File: config.mk
export PLATFORM = sky130hd
export DESIGN_NAME = e1_natbits_rx
export DESIGN_NICKNAME = d
export VERILOG_FILES = /design/src/rtl/e1_natbits_rx.sv
export SDC_FILE = /design/constraint.sdc
export NUM_CORES = 1
export LEC_CHECK = 0
export BUFFER_PORTS_ARGS = -buffer_cell sky130_fd_sc_hd__buf_2
export CAP_MARGIN = 10
export CORE_ASPECT_RATIO = 0.5
export CORE_MARGIN = 2
export CORE_UTILIZATION = 65
export DETAILED_ROUTE_END_ITERATION = 7
export PLACE_DENSITY = 0.84
export SLEW_MARGIN = 20
export SYNTH_ARGS = -nofsm -noshare
export SYNTH_HDL_FRONTEND = slang
export SYNTH_SLANG_ARGS = --single-unit
File: constraint.sdc
create_clock -name clk -period 3.6 [get_ports clk]
set_input_delay 0.9 -clock clk [delete_from_list [all_inputs] [get_ports clk]]
set_output_delay 0.9 -clock clk [all_outputs]
set_load 0.03 [all_outputs]
File: src/rtl/e1_natbits_rx.sv
module e1_natbits_rx #(
  parameter int NSA        = 5,
  parameter int FRAMES     = 16,
  parameter int FRAME_BITS = 256,
  parameter int SA_FIRST   = 3,
  parameter int ADDR_W     = 4,
  parameter int DATA_W     = 16
) (
  input  logic              clk,
  input  logic              rst_n,
  input  logic              rx_bit,
  input  logic              rx_bit_en,
  input  logic              rx_frm_start,
  input  logic              rx_mf_start,
  input  logic              rx_mf_lost,
  input  logic [ADDR_W-1:0] rd_addr,
  output logic [DATA_W-1:0] rd_data
);
  localparam int REG_W = FRAMES / 2;
  localparam int POS_W = $clog2(FRAME_BITS);
  localparam int FRM_W = $clog2(FRAMES);

  logic [POS_W-1:0]           pos_q;
  logic [FRM_W-1:0]           frm_q;
  logic [NSA-1:0][REG_W-1:0]  shad_q, live_q;
  logic                       armed_q;
  logic [REG_W-1:0]           rd_byte;

  wire              new_frm  = rx_frm_start | rx_mf_start;
  wire [POS_W-1:0]  cur_pos  = new_frm ? '0 : pos_q;
  wire [FRM_W-1:0]  cur_frm  = rx_mf_start ? '0 : (rx_frm_start ? frm_q + 1'b1 : frm_q);
  wire [POS_W-1:0]  sa_off   = cur_pos - POS_W'(SA_FIRST);
  wire              sa_hit   = rx_bit_en && !rx_mf_lost && cur_frm[0] &&
                               cur_pos >= POS_W'(SA_FIRST) && cur_pos < POS_W'(SA_FIRST + NSA);
  wire [FRM_W-2:0]  slot     = cur_frm[FRM_W-1:1];
  wire              boundary = rx_bit_en && rx_mf_start;
  wire              commit   = boundary && armed_q && !rx_mf_lost;

  always_ff @(posedge clk or negedge rst_n) begin
    if (!rst_n) begin
      pos_q <= '0;
      frm_q <= '0;
    end else if (rx_bit_en) begin
      pos_q <= cur_pos + 1'b1;
      frm_q <= cur_frm;
    end
  end

  always_ff @(posedge clk or negedge rst_n) begin
    if (!rst_n)          armed_q <= 1'b0;
    else if (boundary)   armed_q <= !rx_mf_lost;
    else if (rx_mf_lost) armed_q <= 1'b0;
  end

  for (genvar k = 0; k < NSA; k++) begin : g_sa
    always_ff @(posedge clk or negedge rst_n) begin
      if (!rst_n) begin
        shad_q[k] <= '0;
        live_q[k] <= '0;
      end else begin
        if (sa_hit && sa_off == POS_W'(k)) shad_q[k][slot] <= rx_bit;
        if (commit) live_q[k] <= shad_q[k];
      end
    end
  end

  always_comb begin
    rd_byte = '0;
    for (int k = 0; k < NSA; k++)
      if (rd_addr == ADDR_W'(k)) rd_byte = live_q[k];
  end

  assign rd_data = {{(DATA_W-REG_W){1'b0}}, rd_byte};

  p_upper_zero_r4: assert property (@(posedge clk) disable iff (!rst_n)
    rd_data[DATA_W-1:REG_W] == '0);

  p_reserved_zero_r4: assert property (@(posedge clk) disable iff (!rst_n)
    rd_addr >= ADDR_W'(NSA) |-> rd_data == '0);

  p_update_at_boundary_r5: assert property (@(posedge clk) disable iff (!rst_n)
    !(rx_bit_en && rx_mf_start) |=> $stable(live_q));

  p_hold_when_lost_r6: assert property (@(posedge clk) disable iff (!rst_n)
    rx_mf_lost |=> $stable(live_q) && $stable(shad_q));

  p_disarm_on_loss_r7: assert property (@(posedge clk) disable iff (!rst_n)
    rx_mf_lost |=> !armed_q);
endmodule

After elaboration in Yosys (flattened, before gate mapping)
Index checks and enable logic that the tools add are counted.
W data, S select, Z words.
{ "totals": {"latch_bits": 0, "output_inout_bits": 16, "mem_bits_ro": 0, "in_bits": 11, "regBits": 93, "mem_count": 0, "ram_bits": 0} }
{ "op_classes": {"eq_ne": 8, "div_mod_pow": 0, "bitwise_logic": 1, "mux": 17, "multipliers": 0, "n_reduce_logical": 17, "order_cmp": 4, "n_shift": 0, "add_sub_neg": 3} }
{ "ops": {"columns": ["cell", "n"], "rows": [
  ["$mux W8", 6],
  ["$bwmux W8", 5],
  ["$eq A8 B2 Y1 const B", 2],
  ["$logic_and A1 B1 Y1", 13],
  ["$add A8 B1 Y8 const B", 1],
  ["$eq A4 B2 Y1 const B", 2],
  ["$eq A8 B1 Y1 const B", 1],
  ["$eq A8 B3 Y1 const B", 1],
  ["$ge A8 B2 Y1 const B", 1],
  ["$logic_not A8 Y1", 1],
  ["$lt A8 B4 Y1 const B", 1],
  ["$mux W4", 2],
  ["$sub A8 B2 Y8 const B", 1],
  ["$add A4 B1 Y4 const B", 1],
  ["$eq A4 B1 Y1 const B", 1],
  ["$eq A4 B3 Y1 const B", 1],
  ["$logic_not A4 Y1", 1],
  ["$lt A3 B4 Y1 const B", 1],
  ["$demux W1 S3", 1],
  ["$ge A3 B1 Y1 const B", 1],
  ["$mux W1", 3],
  ["$reduce_bool A2 Y1", 1],
  ["$logic_not A1 Y1", 1],
  ["$or A1 B1 Y1", 1]
]} }

Logic depth before layout (Yosys ltp)
{ "depth": {"ltp_word": 8, "mapped_depth": 8} }

Worst setup path after synthesis
Ideal clock, no wire load.
{ "synth_timing": {"kind": "input-to-output", "startpoint": "input port rd_addr[0]", "endpoint": "output port rd_data[2]", "arrival_time_ns": 2.206, "path_buffers": 2, "path_stages": 4, "setup_slack_ns": 0.494, "path_cell_list": "clkbuf_1 > clkbuf_1 > a31oi_1 > o2bb2ai_1"} }
{ "synth_between": {"elab_chain_cells": 6, "word_cells_on_any_way": 10, "classes_between": "4 x eq/ne; 5 x mux; 1 x reduce/logical"} }
{ "synth_rtl": {"columns": ["element", "line", "rtl"], "rows": [
  ["start, declared", "16", "input logic [ADDR_W-1:0] rd_addr,"],
  ["$logic_not A4 Y1", "70", "if (rd_addr == ADDR_W'(k)) rd_byte = live_q[k];"],
  ["$mux W8 (4 in series)", "70", null],
  ["$mux W8 (*)", "70", null],
  ["end, declared", "17", "output logic [DATA_W-1:0] rd_data"]
]} }
Mark *: on every way between the ends. The rest lies on a longest branch, timed or not.

Worst setup path in the final report
{ "layout_timing": {"startpoint": "input port rd_addr[1]", "endpoint": "output port rd_data[3]"} }
The elaborated chain is that of the path after synthesis.

==> flow_summary.ini <==
[synth]
ys_warn_count = 0
synth_area_um2 = 4560
synthCells = 385
ys_types = 49
async_reset_ff_share_pct = 100
synth-seq-cells = 93
synth_edf_count = 0
synth_seq_area_share_pct = 51.0
avgSynthCellArea_um2 = 11.8
yosys_most_used_dff = dfrtp_1

[placement]
gp_congestion = 0.915
hpwl_um = 6430
io_buffers = 18
dp_cells = 473
place_ws_ps = 370

[floorplan]
start_util_pct = 67.8
ios = 27
dieHeight_um = 63.2
fp.coreArea_um2 = 6730
die_w_um = 122
rows = 21
fp.dieArea_um2 = 7740

[sta]
fmax_mhz = 308
fin_crit_sh_pct = 90.1
fin_ws_ps = 356
relSlewSlack_pct = 38.4
final-setup-viol-count = 0
grt_setup_unrepaired = no
finalMaxSlewViolations = 0
hold_viol_final = 0
setup_tns_ps = 0
period_minus_slack_ps = 3240
tightestPinTransition_ps = 898
clock_skew_ps = 5.18

[worst_setup_path]
cp_top_family = simple AND/OR/NAND/NOR gates
cp_num_buf_inv = 2
start_kind = primary input
path_cells = buf_2 -> or2_2 -> or3_1 -> o22a_1 -> buf_2
crit_required_ps = 2700
path_class = primary input to primary output
path_common_cell = buf_2
cpMaxStageDelayCell = or3_1
path_max_fanout = 9
critPathCaptureType = primary output
slowest_delay_ps = 490
arrival_ps = 2340

[clock_tree]
numCtsBuffers = 9
htreeDepth = 3
clock-sinks = 93
clk_path_buf_depth = 2
cts_tree = done
root_buffer = clkbuf_16
hold_buffers = 0
clkLatencyLatePin_ps = 340
clk_pin_slew_ps = 60
cts_setup_buffers = 0
cts.repair.resized = 0

[global_routing]
grt_pass1_vias = 3246
grt_max_degree = 94
grt_pass1_wl_um = 16800
antenna_found_initial = 0
grtUsageTotal_pct = 29.0
overflow = 0

[drt]
first_pass_iters = 5
drt_wl_total_um = 10100
drc = 0
drtIter0Drc = 380
wl_met3_um = 609
met2WireLength_um = 4890
num_vias = 3224
top_layer_used = met4
wl_met1_um = 4360
wire_per_inst_um = 20.7
via_per_inst = 6.59
ant_nets = 0

[worst_hold_path]
hold_class = register to register

[flow_run]
maxCapViolCount = 0

[cells_and_area]
diodes = 0
utilization_pct = 74.5
layout_commonest_cell = dfrtp_1
mostFrequentLayoutCells = dfrtp_1 (93), mux2_2 (78), nor2_1 (21)
syn2layout_area_growth_pct = 9.96
layoutNonFillerInstCount = 489
drive_gt1_share_pct = 32.5
nets = 405

[run_status]
status = finished, final reports clean

[pwr]
power_leakage_nw = 2.40
ir_worst_vdd_uv = 303
powerDensity_nw_per_um2 = 464
==> logic make-up (layout without fill, tap and decap cells) <==
family                     count (synthesis)  in the layout  share of synthesized area [%]
and+or+nand+nor                          106            106                           13.1
adders and majority gates                  2              2                          0.549
DFF                                       93             93                           51.0
muxes                                     96             96                           23.4
other                                      1              8                         0.0822
buffers and inverters                     41             46                           4.56
AOI/OAI and AO/OA                         46             46                           7.27
==> synth_stat cells, drive strengths merged (2+ instances only) <==
cell type   n  share of area (%)
clkbuf     21                1.7
mux2i      11                2.4
nand2      14                1.2
a21oi       2               0.22
nand4      14                1.9
ha          2               0.55
or2         4               0.55
clkinv      2               0.16
nor2       21                1.7
o31ai       2               0.33
a21o        2               0.33
a31oi       4               0.55
buf        17                2.6
o2bb2ai     2               0.38
o22a        7                1.3
nand3b      3               0.49
nand4b      3               0.58
a211o       2               0.38
nor4       17                2.3
o21ai      10                1.1
or3         3               0.41
nand2b      2               0.27
mux2       85                 21
nor3        2               0.22
nand3      13                1.4
a211oi     10                1.6
dfrtp      93                 51
==> power breakdown <==
group / switching [mW] / total [mW] / internal [mW]
Sequential: 0.0168 / 1.07 / 1.06
Clock: 0.406 / 1.09 / 0.682
Combinational: 0.117 / 0.164 / 0.0472
Total: 0.539 / 2.32 / 1.79
==> stage by stage <==
step	instance area, um2	hold slack [ps]	total power, mW
final	5010	485	2.32
after global routing	5010	508	2.40
after CTS	5010	478	2.33
after detailed placement	4660	465	1.25
after global placement	4660	464	1.24
after floorplan	4590	437	1.20
==> flip-flops by register name, summed over array words and instances (netlist names) <==
signal,cells
pos_q,8
shad_q,40
armed_q,1
live_q,40
frm_q,4
==> final timing paths <==
kind,start,slack [ps],to,depth (start not counted)
min in group asynchronous,rst_n,630,live_q[13]$_DFFE_PN0P_,1
hold reg to reg,shad_q[36]$_DFFE_PN0P_,480,shad_q[36]$_DFFE_PN0P_,1
setup / recovery,rd_addr[1],360,rd_data[3],5
hold / removal,shad_q[36]$_DFFE_PN0P_,480,shad_q[36]$_DFFE_PN0P_,1
max in group asynchronous,rst_n,2420,shad_q[34]$_DFFE_PN0P_,1
setup reg to reg,pos_q[6]$_DFFE_PN0P_,1060,shad_q[4]$_DFFE_PN0P_,4
==> metal layers <==
layer / up-vias / global-route usage, %
met5: - / 0
met2: 133 / 46.1
met3: 26 / 7.43
li1: 1432 / -
met1: 1633 / 38.6
met4: 0 / 11.2
==> area by class of cell <==
cell class | instances | area [um2]
Clock buffer | 9 | 225
Timing Repair Buffer | 27 | 164
Fill cell | 431 | 1710
Tap cell | 92 | 115
Sequential cell | 93 | 2330
Clock inverter | 7 | 120
Inverter | 3 | 11.3
Multi-Input combinational cell | 258 | 2050
Power figures use the tool's default switching activity.
